$ cat src/rtl/cos_pkg.sv
package cos_pkg;
  typedef enum logic [1:0] {
    RD_STATUS = 2'd0,
    RD_CHANGE = 2'd1,
    RD_DATA   = 2'd2,
    RD_SPARE  = 2'd3
  } rd_kind_e;

  localparam int unsigned DEF_PORTS = 4;
  localparam int unsigned DEF_WIDTH = 8;
endpackage

$ cat src/rtl/cos_scan_ctrl.sv
module cos_scan_ctrl #(
  parameter int unsigned PORTS = 4,
  localparam int unsigned SEL_W = (PORTS > 1) ? $clog2(PORTS) : 1
) (
  input  logic             clk,
  input  logic             rst_n,
  input  logic             rd_req,
  input  logic [1:0]       rd_kind,
  input  logic [SEL_W-1:0] rd_port,
  output logic             step_en,
  output logic [SEL_W-1:0] step_port,
  output logic             clr_en,
  output logic [SEL_W-1:0] clr_port,
  output logic             running,
  output logic             rd_ack
);
  import cos_pkg::*;

  logic             boot_q;
  logic             run_q;
  logic             pend_q;
  rd_kind_e         pkind_q;
  logic [SEL_W-1:0] pport_q;
  logic [SEL_W-1:0] ptr_q;
  logic             ack_q;

  // event wires
  logic pend_halts;
  logic pend_stops;
  assign pend_stops = pend_q && (pkind_q == RD_CHANGE);
  assign pend_halts = pend_q && ((pkind_q == RD_CHANGE) || (pkind_q == RD_DATA));

  assign step_en   = run_q && !pend_halts;
  assign step_port = ptr_q;
  assign clr_en    = pend_q && (pkind_q == RD_DATA);
  assign clr_port  = pport_q;
  assign running   = run_q;
  assign rd_ack    = ack_q;

  always_ff @(posedge clk) begin
    if (!rst_n) begin
      boot_q  <= 1'b1;
      run_q   <= 1'b0;
      pend_q  <= 1'b0;
      pkind_q <= RD_STATUS;
      pport_q <= '0;
      ptr_q   <= '0;
      ack_q   <= 1'b0;
    end else begin
      boot_q  <= 1'b0;
      pend_q  <= rd_req;
      pkind_q <= rd_kind_e'(rd_kind);
      pport_q <= rd_port;
      ack_q   <= pend_q;
      if (boot_q) begin
        run_q <= 1'b1;
      end else if (pend_q) begin
        run_q <= !pend_stops;
      end
      if (step_en) begin
        if (ptr_q == SEL_W'(PORTS - 1)) ptr_q <= '0;
        else                            ptr_q <= ptr_q + 1'b1;
      end
    end
  end
endmodule

$ cat src/rtl/cos_port_bank.sv
module cos_port_bank #(
  parameter int unsigned PORTS = 4,
  parameter int unsigned WIDTH = 8,
  localparam int unsigned SEL_W = (PORTS > 1) ? $clog2(PORTS) : 1,
  localparam int unsigned ALL_W = PORTS * WIDTH
) (
  input  logic             clk,
  input  logic             rst_n,
  input  logic [ALL_W-1:0] din,
  input  logic             step_en,
  input  logic [SEL_W-1:0] step_port,
  input  logic             clr_en,
  input  logic [SEL_W-1:0] clr_port,
  output logic [ALL_W-1:0] data_o,
  output logic [ALL_W-1:0] chg_o,
  output logic [PORTS-1:0] flag_o
);
  function automatic logic [WIDTH-1:0] fold_change(
    input logic [WIDTH-1:0] held,
    input logic [WIDTH-1:0] sampled,
    input logic [WIDTH-1:0] sticky
  );
    return sticky | (held ^ sampled);
  endfunction

  for (genvar g = 0; g < PORTS; g++) begin : g_port
    logic             hit;
    logic             wipe;
    logic [WIDTH-1:0] d_q;
    logic [WIDTH-1:0] c_q;
    logic             f_q;
    logic [WIDTH-1:0] merged;

    assign hit    = step_en && (step_port == SEL_W'(g));
    assign wipe   = clr_en && (clr_port == SEL_W'(g));
    assign merged = fold_change(d_q, din[g*WIDTH +: WIDTH], c_q);

    always_ff @(posedge clk) begin
      if (!rst_n) begin
        d_q <= '0;
        c_q <= '0;
        f_q <= 1'b0;
      end else if (wipe) begin
        c_q <= '0;
        f_q <= 1'b0;
      end else if (hit) begin
        c_q <= merged;
        d_q <= din[g*WIDTH +: WIDTH];
        f_q <= |merged;
      end
    end

    assign data_o[g*WIDTH +: WIDTH] = d_q;
    assign chg_o[g*WIDTH +: WIDTH]  = c_q;
    assign flag_o[g]                = f_q;
  end
endmodule

$ cat src/rtl/cos_scanner.sv
module cos_scanner #(
  parameter int unsigned PORTS = cos_pkg::DEF_PORTS,
  parameter int unsigned WIDTH = cos_pkg::DEF_WIDTH,
  localparam int unsigned SEL_W = (PORTS > 1) ? $clog2(PORTS) : 1,
  localparam int unsigned ALL_W = PORTS * WIDTH
) (
  input  logic             clk,
  input  logic             rst_n,
  input  logic [ALL_W-1:0] din,
  input  logic             rd_req,
  input  logic [1:0]       rd_kind,
  input  logic [SEL_W-1:0] rd_port,
  output logic [ALL_W-1:0] data_o,
  output logic [ALL_W-1:0] chg_o,
  output logic [PORTS-1:0] flag_o,
  output logic             running_o,
  output logic             rd_ack
);
  logic             step_en;
  logic [SEL_W-1:0] step_port;
  logic             clr_en;
  logic [SEL_W-1:0] clr_port;

  cos_scan_ctrl #(.PORTS(PORTS)) u_ctrl (
    .clk       (clk),
    .rst_n     (rst_n),
    .rd_req    (rd_req),
    .rd_kind   (rd_kind),
    .rd_port   (rd_port),
    .step_en   (step_en),
    .step_port (step_port),
    .clr_en    (clr_en),
    .clr_port  (clr_port),
    .running   (running_o),
    .rd_ack    (rd_ack)
  );

  cos_port_bank #(.PORTS(PORTS), .WIDTH(WIDTH)) u_bank (
    .clk       (clk),
    .rst_n     (rst_n),
    .din       (din),
    .step_en   (step_en),
    .step_port (step_port),
    .clr_en    (clr_en),
    .clr_port  (clr_port),
    .data_o    (data_o),
    .chg_o     (chg_o),
    .flag_o    (flag_o)
  );
endmodule

$ cat config.mk
export PLATFORM = sky130hd
export DESIGN_NAME = cos_scanner
export DESIGN_NICKNAME = d
export VERILOG_FILES = /design/src/rtl/cos_pkg.sv /design/src/rtl/cos_scan_ctrl.sv /design/src/rtl/cos_port_bank.sv /design/src/rtl/cos_scanner.sv
export SDC_FILE = /design/constraint.sdc
export NUM_CORES = 1
export LEC_CHECK = 0
export BUFFER_PORTS_ARGS = -buffer_cell sky130_fd_sc_hd__clkbuf_2
export CORE_ASPECT_RATIO = 0.7
export CORE_MARGIN = 3
export CORE_UTILIZATION = 52
export DETAILED_ROUTE_END_ITERATION = 6
export MAX_ROUTING_LAYER = met4
export PLACE_DENSITY = 0.83
export SLEW_MARGIN = 0
export SYNTH_ARGS = -nofsm -noshare
export SYNTH_HDL_FRONTEND = slang
export SYNTH_SLANG_ARGS = --single-unit
$ cat constraint.sdc
create_clock -name clk -period 3.9 [get_ports clk]
set_input_delay 0.195 -clock clk [delete_from_list [all_inputs] [get_ports clk]]
set_output_delay 0.195 -clock clk [all_outputs]
set_load 0.01 [all_outputs]
# Word-level counts from Yosys, hierarchy flattened
# Index checks and enable logic that the tools add are counted.
# op_classes
n_addsub	1
n_eq_ne	8
mux	4
bitwise_logic	13
n_reduce_logical	30
# op_table
op	count
OR 8 bit	4
OR reduction 8 bit	4
XOR 8 bit	4
logical AND 1 bit	12
== test 2 bit, second input constant	5
AND reduction 2 bit	4
OR reduction 2 bit	4
== test 2 x 1 -> 1 bit, second input constant	3
inverter 1 bit	5
logical NOT 2 bit	2
2-to-1 mux 1 bit	3
adder 2 x 1 -> 2 bit, second input constant	1
logical NOT 1 bit	2
2-to-1 mux 2 bit	1
nonzero test 2 bit	1
logical OR 1 bit	1
# word_totals
ff_bits	78
input_bits	39
elab_cells	75

# Longest topological paths before layout
# Gate-level depths: netlist of run 1.
# depth
ltp_word	7
ltp_mapped	8
ltp_nobuf	6

# Hierarchy
# A second synthesis of run 1 with hierarchy kept.
# unflattened
cells_unflattened	366
area_unflattened_um2	3328.2
# modules_own_cells
mod	n_inst	cells_per_inst	area_each_um2
cos_port_bank	1	331	2961.6
cos_scan_ctrl	1	35	366.6

# Least setup slack after synthesis of run 1
# No wires, ideal clock.
# synth_path
path_kind	flip-flop to flip-flop
startpoint	register u_ctrl.pkind_q[0]
endpoint	register u_bank.g_port[0].d_q[5]
setup_time_ns	0.128
arrival_ns	1.495
setup_slack_ns	2.278
path_stages_with_launch	8
synth_period_minus_slack_ns	1.622
path_cell_list	dfxtp_1 > inv_1 > ha_1 > nor2b_4 > buf_6 > nor3_4 > mux2i_1 > nor2_1
# synth_via
elab_chain_len	7
# synth_lines
item	line	text
from (decl)	cos_scan_ctrl.sv:22	rd_kind_e pkind_q;
from (signal assigned)	cos_scan_ctrl.sv:52	pkind_q <= rd_kind_e'(rd_kind);
== test 2 x 1 -> 1 bit / == test 2 bit (equally long branches)	cos_scan_ctrl.sv:31, cos_scan_ctrl.sv:35	
logical OR 1 bit	cos_scan_ctrl.sv:31	assign pend_halts = pend_q && ((pkind_q == RD_CHANGE) || (pkind_q == RD_DATA));
logical AND 1 bit	cos_scan_ctrl.sv:31	
logical NOT 1 bit	cos_scan_ctrl.sv:33	assign step_en = run_q && !pend_halts;
logical AND 1 bit	cos_scan_ctrl.sv:33	
logical AND 1 bit	cos_port_bank.sv:34	assign hit = step_en && (step_port == SEL_W'(g));
AND reduction 2 bit (no line) (*)	n/a	
to (signal assigned)	cos_port_bank.sv:48	d_q <= din[g*WIDTH +: WIDTH];
to (decl)	cos_port_bank.sv:29	logic [WIDTH-1:0] d_q;
# Mark *: on every way between the ends. The rest lies on a longest branch, timed or not.
# A chain may end at the register's enable or synchronous reset.

# Final worst setup path of run 1
# layout_path
startpoint	register u_ctrl.pkind_q[0]
endpoint	register u_bank.g_port[0].d_q[2]
# The elaborated chain is that of the path after synthesis.

==> metrics.md, run 1 <==
| Metric | Value |
|---|---|
| Setup repair after global routing missed its margin | false |
| Worst-case headroom to the max-slew limit | 0.341 |
| Gr ovfl total | 0 |
| Skew final | 15.8 ps |
| Core footprint | 0.00581 mm² |
| Top-area cell type share of the netlist area | 0.494 |
| Number of global-route vias before repair | 2505 |
| Number of enable flip-flop cells after synthesis | 0 |
| Synth Warn # | 0 |
| Number of gates resized after CTS | 0 |
| Post-route fraction of the period consumed by the critical path | 0.455 |
| Maximum fanout along the worst path | 8 |
| Unique cell type count in the Yosys netlist | 27 |
| Most instantiated flip-flop cell in the synthesis netlist | sky130_fd_sc_hd__dfxtp_1 |
| Number of hold violations in the final report | 0 |
| Clock tree from TritonCTS | yes |
| Num CTS Buffers | 9 |
| Setup Fix Bufs, Post-CTS | 0 |
| Syn Area/Cell | 9.66 µm² |
| CP startpoint kind | flop |
| Drt wl/cell | 13.6 µm |
| CTS H-Tree Depth | 3 |
| Nets | 480 |
| Synthesis-stage register bit count | 78 |
| Site Rows | 23 |
| Synthesized cell area | 0.00316 mm² |
| Pre-Repair DR Iteration Count | 4 |
| Count of clock tree sinks | 78 |
| Final ANT Viol Nets | 0 |
| CP Data Required Time | 4110 ps |
| Antenna violations before repair | 0 |
| Count of input and output buffers | 108 |
| Met2 WL | 3160 µm |
| I/O pin count | 109 |
| Filler cell count in the final layout | 496 |
| Final worst hold slack | 42.3 ps |
| Total count of max-transition violations in the final report | 0 |
| Final critical-path setup slack | 2120 ps |
| Setup_tns | 0 ps |
| Global placer's final weighted congestion | 0.817 |
| Global-route total usage across every layer | 0.207 |
| DIE AREA | 0.00706 mm² |
| Max Clk Rate | 563 MHz |
| Iteration-0 DRC count of the detailed router | 96 |
| Clock latency on the worst-skew pair | 350 ps |
| Classification of the worst setup path | reg -> reg |
| Leakage component of the power | 0.00181 µW |
| Kind of capture point of the worst setup path | flop |
| Routed wire length | 6990 µm |
| Proportion of register bits with asynchronous set or reset after synthesis | 0 |
| Cell taking the most area after synthesis | sky130_fd_sc_hd__dfxtp_1 |
| Post-CTS Hold Fix Bufs | 0 |
| Starting utilization of the core area | 0.543 |
| Final Setup Violations | 0 |
| Mapped Cells | 327 |
| Clock-pin slew on the worst setup and hold paths | 90 ps |
| Vias post-DR | 2668 |
| Peak supply drop | 0.221 mV |
| Number of buffers on the longest clock path | 2 |
| Vert. Die Dim | 71.2 µm |
| Root Buffer Master | sky130_fd_sc_hd__clkbuf_8 |
| Status | finished, final reports clean |
| Arrival time of the worst setup path | 1980 ps |
| Routed vias/inst | 5.18 |
| Uppermost metal layer occupied by signal nets | met4 |
| Max-capacitance violation count | 0 |
| Wire length the detailed router placed on met1 | 3280 µm |
| Wire length of the first global-routing pass | 11400 µm |
| Post-detailed-placement half-perimeter wirelength | 5290 µm |
| Cells taking the most area after synthesis | sky130_fd_sc_hd__dfxtp_1, sky130_fd_sc_hd__mux2i_1, sky130_fd_sc_hd__xor2_1, sky130_fd_sc_hd__nor2_1, sky130_fd_sc_hd__a21oi_1 |
| Finished Core Util | 0.673 |
| Power per cell area | 407 mW/mm² |
| Growth of design area from synthesis to finish | 23.9% |
| Tmin final | 1780 ps |
| Die span in x | 99.1 µm |
| Net count of the mapped netlist | 372 |
| Slew at the pin closest to its max-slew limit | 982 ps |
| Sequential share of the synthesized area | 0.494 |
| Layout cell share with drive strength beyond 1 | 0.305 |
| Maximum number of pins on one net before global-route repair | 37 |
| DRC Markers | 0 |
| Min-Delay Path Class | in -> reg |
| Met3 wirelength from detailed routing | 464 µm |
| Antenna diode instance count | 0 |
| Worst slack, placed | 2110 ps |
-- cells in the mapped netlist, types with 4 or more instances --
cell / count
sky130_fd_sc_hd__dfxtp_1: 78
sky130_fd_sc_hd__nor2_1: 72
sky130_fd_sc_hd__a21oi_1: 34
sky130_fd_sc_hd__mux2i_1: 33
sky130_fd_sc_hd__xor2_1: 32
sky130_fd_sc_hd__nor4_1: 16
sky130_fd_sc_hd__nand2_1: 7
sky130_fd_sc_hd__and2_1: 6
sky130_fd_sc_hd__clkbuf_1: 6
sky130_fd_sc_hd__ha_1: 6
sky130_fd_sc_hd__a211oi_1: 4
sky130_fd_sc_hd__and4_1: 4
sky130_fd_sc_hd__buf_4: 4
sky130_fd_sc_hd__inv_1: 4
sky130_fd_sc_hd__nor2_2: 4
-- worst max-delay path, cell delays in order (launching register included) --
cell and delay, ps:
sky130_fd_sc_hd__dfxtp_1 340, sky130_fd_sc_hd__inv_1 50, sky130_fd_sc_hd__ha_1 220, sky130_fd_sc_hd__and4bb_2 260, sky130_fd_sc_hd__nor3_4 460, sky130_fd_sc_hd__mux2i_1 260
sky130_fd_sc_hd__nor2_1 50
-- worst paths after layout --
check | start | endpoint | slack [ps] | cells past startpoint
hold / removal | rd_req | u_ctrl.pend_q | 40 | 2
setup / recovery | u_ctrl.pkind_q[0] | u_bank.g_port[0].d_q[2] | 2120 | 6
hold reg to reg | u_ctrl.boot_q | u_ctrl.running | 470 | 2
setup reg to reg | u_ctrl.pkind_q[0] | u_bank.g_port[0].d_q[2] | 2120 | 6
-- report_power, final --
group | internal, µW | total [µW] | switching, µW
Combinational | 80.3 | 188 | 107
Sequential | 827 | 854 | 26.9
Clock | 237 | 550 | 313
Total | 1140 | 1590 | 447
-- kinds of logic (layout without fill, tap and decap cells) --
group | after synthesis | count (layout) | synth area share
and+or+nand+nor | 122 | 122 | 0.196
DFF | 78 | 78 | 0.494
AOI/OAI and AO/OA | 38 | 38 | 0.0634
muxes | 33 | 33 | 0.105
xor gates and xnor gates | 32 | 32 | 0.0887
buffers and inverters | 18 | 131 | 0.0293
adders and majority gates | 6 | 6 | 0.0238
-- registers in the layout, summed over array words and instances (netlist names) --
signal and cells:
u_bank.g_port.c_q 32, u_ctrl.boot_q 1, u_ctrl.clr_port 2, u_ctrl.step_port 2
u_ctrl.running 1, u_ctrl.pkind_q 2, u_ctrl.pend_q 1, u_bank.g_port.f_q 4
u_ctrl.rd_ack 1, u_bank.g_port.d_q 32
-- layout by cell type (no fill, tap or decap), drive strengths merged, types with 2 or more instances in the layout --
cell type / instances
nand2b: 3
nor3: 2
dfxtp: 78
ha: 6
a211oi: 4
nor3b: 2
inv: 7
nand2: 7
nor4: 16
clkbuf: 117
and4: 4
nor2: 76
and2: 6
clkinvlp: 4
mux2i: 33
buf: 2
a21oi: 34
xor2: 32
-- cell type report --
cell class,instances,area [µm²],share of cell area
Clock inverter,7,56.3,0.0144
Inverter,5,18.8,0.00480
Multi-Input combinational cell,231,1500,0.384
Timing Repair Buffer,110,556,0.142
Sequential cell,78,1560,0.399
Clock buffer,9,124,0.0316
Tap cell,75,93.8,0.0240
-- stage by stage --
step | instances | cell area, µm² | total power, µW
after floorplan | 327 | 3160 | 986
after global placement | 499 | 3730 | 1060
after detailed placement | 499 | 3730 | 1060
after CTS | 515 | 3910 | 1610
after global routing | 515 | 3910 | 1670
final | 515 | 3910 | 1590
-- routing by layer --
| layer | global-route usage | up-vias |
|---|---|---|
| met5 | - | - |
| met4 | 0.0591 | 0 |
| met3 | 0.0631 | 9 |
| met2 | 0.313 | 94 |
| met1 | 0.268 | 1239 |
| li1 | - | 1326 |
Note: power is estimated with default switching activity, not from simulation.
==> inputs of run 2 (changes only) <==
--- a/config.mk
+++ b/config.mk
@@ -5,13 +5,14 @@
 export SDC_FILE = /design/constraint.sdc
 export NUM_CORES = 1
 export LEC_CHECK = 0
+export ABC_AREA = 1
 export BUFFER_PORTS_ARGS = -buffer_cell sky130_fd_sc_hd__clkbuf_2
 export CORE_ASPECT_RATIO = 0.7
 export CORE_MARGIN = 3
-export CORE_UTILIZATION = 52
+export CORE_UTILIZATION = 47
 export DETAILED_ROUTE_END_ITERATION = 6
 export MAX_ROUTING_LAYER = met4
-export PLACE_DENSITY = 0.83
+export PLACE_DENSITY = 0.76
 export SLEW_MARGIN = 0
 export SYNTH_ARGS = -nofsm -noshare
 export SYNTH_HDL_FRONTEND = slang
==> constraint.sdc (replaced) <==
create_clock -name clk -period 1.6 [get_ports clk]
set_input_delay 0.08 -clock clk [delete_from_list [all_inputs] [get_ports clk]]
set_output_delay 0.08 -clock clk [all_outputs]
set_load 0.01 [all_outputs]
==> metrics.md, run 2 <==
| Metric | Value |
|---|---|
| Net count of the mapped netlist | 610 (+64%) |
| Cells taking the most area after synthesis | sky130_fd_sc_hd__dfxtp_1, sky130_fd_sc_hd__nand2_1, sky130_fd_sc_hd__nor2_1, sky130_fd_sc_hd__inv_1, sky130_fd_sc_hd__o21ai_0 |
| Commonest cells after routing, fill and taps aside | sky130_fd_sc_hd__nand2_1, sky130_fd_sc_hd__nor2_1, sky130_fd_sc_hd__clkbuf_2, sky130_fd_sc_hd__inv_1, sky130_fd_sc_hd__dfxtp_1 |
| Sequential group share of total power | 0.414 (-0.122) |
| Syn Area/Cell | 6.63 µm² (-31%) |
| Cell taking the most area after synthesis | sky130_fd_sc_hd__dfxtp_1 |
| Peak supply drop | 0.769 mV (+250%) |
| Antenna violations before repair | 0 (unchanged) |
| Antenna diode instance count | 0 (unchanged) |
| I/O pin count | 109 (unchanged) |
| Max stage delay cell, worst path | sky130_fd_sc_hd__dfxtp_2 |
| Comb pwr share | 0.140 (+0.022) |
| Count of input and output buffers | 108 (unchanged) |
| Top-area cell type share of the netlist area | 0.417 (-0.0775) |
| Max-capacitance violation count | 0 (unchanged) |
| Worst R2R Start | u_ctrl.pkind_q[0] |
| Num CTS Buffers | 9 (unchanged) |
| Root Buffer Master | sky130_fd_sc_hd__clkbuf_16 |
| Classification of the worst setup path | reg -> reg |
| Max Clk Rate | 669 MHz (+19%) |
| Slew at the pin closest to its max-slew limit | 430 ps (-552 ps) |
| CP Data Required Time | 1870 ps (-2240 ps) |
| Met3 wirelength from detailed routing | 605 µm (+30%) |
| Iteration-0 DRC count of the detailed router | 171 (+78%) |
| Highest cell delay on the worst timing path | 330 ps (-130 ps) |
| Site Rows | 26 (+13%) |
| Synthesized cell area | 0.00374 mm² (+19%) |
| Maximum number of pins on one net before global-route repair | 24 (-35%) |
| Clock group share of total power | 0.446 (+0.100) |
| Starting utilization of the core area | 0.498 (-0.0449) |
| Clock tree from TritonCTS | yes |
| Mapped Cells | 565 (+73%) |
| Die span in x | 113 µm (+14%) |
| Sw Ratio | 0.253 (-0.0276) |
| Commonest non-fill, non-tap cell in the layout | sky130_fd_sc_hd__nand2_1 |
| Arrival time of the worst setup path | 1760 ps (-220 ps) |
| Vias post-DR | 3693 (+38%) |
| Number of enable flip-flop cells after synthesis | 0 (unchanged) |
| Number of global-route vias before repair | 3586 (+43%) |
| Hold path startpoint | din[22] |
| Nets | 731 (+52%) |
| Largest registers | u_bank.g_port.c_q: 32 flops, u_bank.g_port.d_q: 32 flops, u_bank.g_port.f_q: 4 flops |
| Gr ovfl total | 0 (unchanged) |
| Sequential share of the synthesized area | 0.417 (-0.0775) |
| Min-Delay Path Class | in -> reg |
| Sum of buffers and inverters on the critical path | 3 (+2) |
| Proportion of register bits with asynchronous set or reset after synthesis | 0 (unchanged) |
| Setup_tns | 0 ps (unchanged) |
| Maximum fanout along the worst path | 8 (unchanged) |
| Pre-Repair DR Iteration Count | 4 (unchanged) |
| Met2 WL | 4210 µm (+33%) |
| Final Setup Violations | 0 (unchanged) |
| Growth of design area from synthesis to finish | 28.8% |
| Post-detailed-placement half-perimeter wirelength | 6990 µm (+32%) |
| Cell with the most instances after synthesis | sky130_fd_sc_hd__nand2_1 |
| CTS H-Tree Depth | 3 (unchanged) |
| Status | finished, final reports clean |
| Routed wire length | 9470 µm (+36%) |
| Clock latency on the worst-skew pair | 330 ps (-20 ps) |
| Routed vias/inst | 4.68 (-9.7%) |
| Most instantiated flip-flop cell in the synthesis netlist | sky130_fd_sc_hd__dfxtp_1 |
| Tmin final | 1490 ps (-282 ps) |
| Drt wl/cell | 12.0 µm (-12%) |
| Kind of capture point of the worst setup path | flop |
| Net load switching power | 1300 µW (+190%) |
| Flop-to-flop setup slack | 110 ps (-2020 ps) |
| Global placer's final weighted congestion | 0.859 (+5.1%) |
| DIE AREA | 0.00909 mm² (+29%) |
| Power per cell area | 1070 mW/mm² (+160%) |
| Leakage component of the power | 0.00250 µW (+39%) |
| CP cell instances | inv_2, ha_4, inv_2, nand2_4, nand2_8, nor2_4, nand2_4, inv_8, nor2_1, nor2_1 |
| Total count of max-transition violations in the final report | 0 (unchanged) |
| Vert. Die Dim | 80.7 µm (+13%) |
| Wire length of the first global-routing pass | 15700 µm (+37%) |
| Setup repair after global routing missed its margin | false |
| Wire length the detailed router placed on met1 | 4520 µm (+38%) |
| Layout cell share with drive strength beyond 1 | 0.223 (-0.0817) |
| Skew final | 6.14 ps (-9.65 ps) |
| Crit path from | u_ctrl.pkind_q[0] |
| Worst-case headroom to the max-slew limit | 0.713 (+0.372) |
| Unique cell type count in the Yosys netlist | 26 (-3.7%) |
| CP startpoint kind | flop |
| DRC Markers | 0 (unchanged) |
| Global-route total usage across every layer | 0.218 (+0.0118) |
| Number of hold violations in the final report | 0 (unchanged) |
| Family with the most delay on the worst path | simple AND/OR/NAND/NOR gates |
| Power after layout | 5140 µW (+220%) |
| Core footprint | 0.00751 mm² (+29%) |
| Count of clock tree sinks | 78 (unchanged) |
| Commonest cells in the synthesized netlist | sky130_fd_sc_hd__nand2_1, sky130_fd_sc_hd__nor2_1, sky130_fd_sc_hd__inv_1 |
| Final ANT Viol Nets | 0 (unchanged) |
| Synthesis-stage register bit count | 78 (unchanged) |
| Clock-pin slew on the worst setup and hold paths | 60 ps (-30 ps) |
| Total internal power | 3840 µW (+240%) |
| Uppermost metal layer occupied by signal nets | met4 |
| Number of buffers on the longest clock path | 2 (unchanged) |
| Post-route fraction of the period consumed by the critical path | 0.934 (+0.478) |
| Synth Warn # | 0 (unchanged) |
[run 2: cells by family after synthesis]
logic type	share of synthesized area
AOI/OAI and AO/OA	0.106
adders and majority gates	0.0200
buffers and inverters	0.132
DFF	0.417
and+or+nand+nor	0.325
[run 2: final timing paths]
path | to | cells past startpoint
min reg2reg | u_ctrl.running | 2
min | u_bank.g_port[2].d_q[6] | 3
max reg2reg | u_bank.g_port[2].d_q[5] | 10
max | u_bank.g_port[2].d_q[5] | 10
[run 2: layout make-up]
type / instances / area [µm²]
tap: 98 / 123
inverter: 110 / 428
multi-input combinational: 367 / 1720
clock inverter: 4 / 95.1
sequential: 78 / 1560
timing repair buffer: 120 / 656
clock buffer: 12 / 236
fill: 683 / 2690
[run 2: power groups by stage]
stage / sequential, µW / clock, µW / combinational [µW]
detailed placement: 2170 / 0 / 686
global placement: 2160 / 0 / 667
global route: 2140 / 2430 / 825
finish: 2130 / 2300 / 719
CTS: 2130 / 2330 / 703
floorplan: 2190 / 0 / 412
[run 2: repair_timing]
action | in CTS | in global routing
buffers inserted | 0 | 3
gates resized for setup | 0 | 20
setup endpoints to repair | 0 | 51
hold endpoints to repair | 5 | 0
hold buffers | 5 | 0
[run 2: per-stage QoR]
stage	hold slack, ps	instances	instance area, µm²	worst slack (ps)	util
floorplan	178	565	3740	167	-
global placement	273	764	4380	85.6	0.583
detailed placement	272	764	4380	14.9	0.583
CTS	20.5	785	4760	4.05	0.633
global route	39.9	789	4820	5.51	0.642
finish	28.6	789	4820	106	0.642
[run 2: worst min-delay path: stages]
cell and delay (ps):
sky130_fd_sc_hd__clkbuf_2 100, sky130_fd_sc_hd__o21ai_1 70, sky130_fd_sc_hd__nor2_1 80
[run 2: routing by layer]
layer / track usage / vias up
met2: 0.348 / 107
met1: 0.269 / 1608
met5: - / -
met3: 0.0633 / 17
li1: - / 1961
met4: 0.0684 / 0
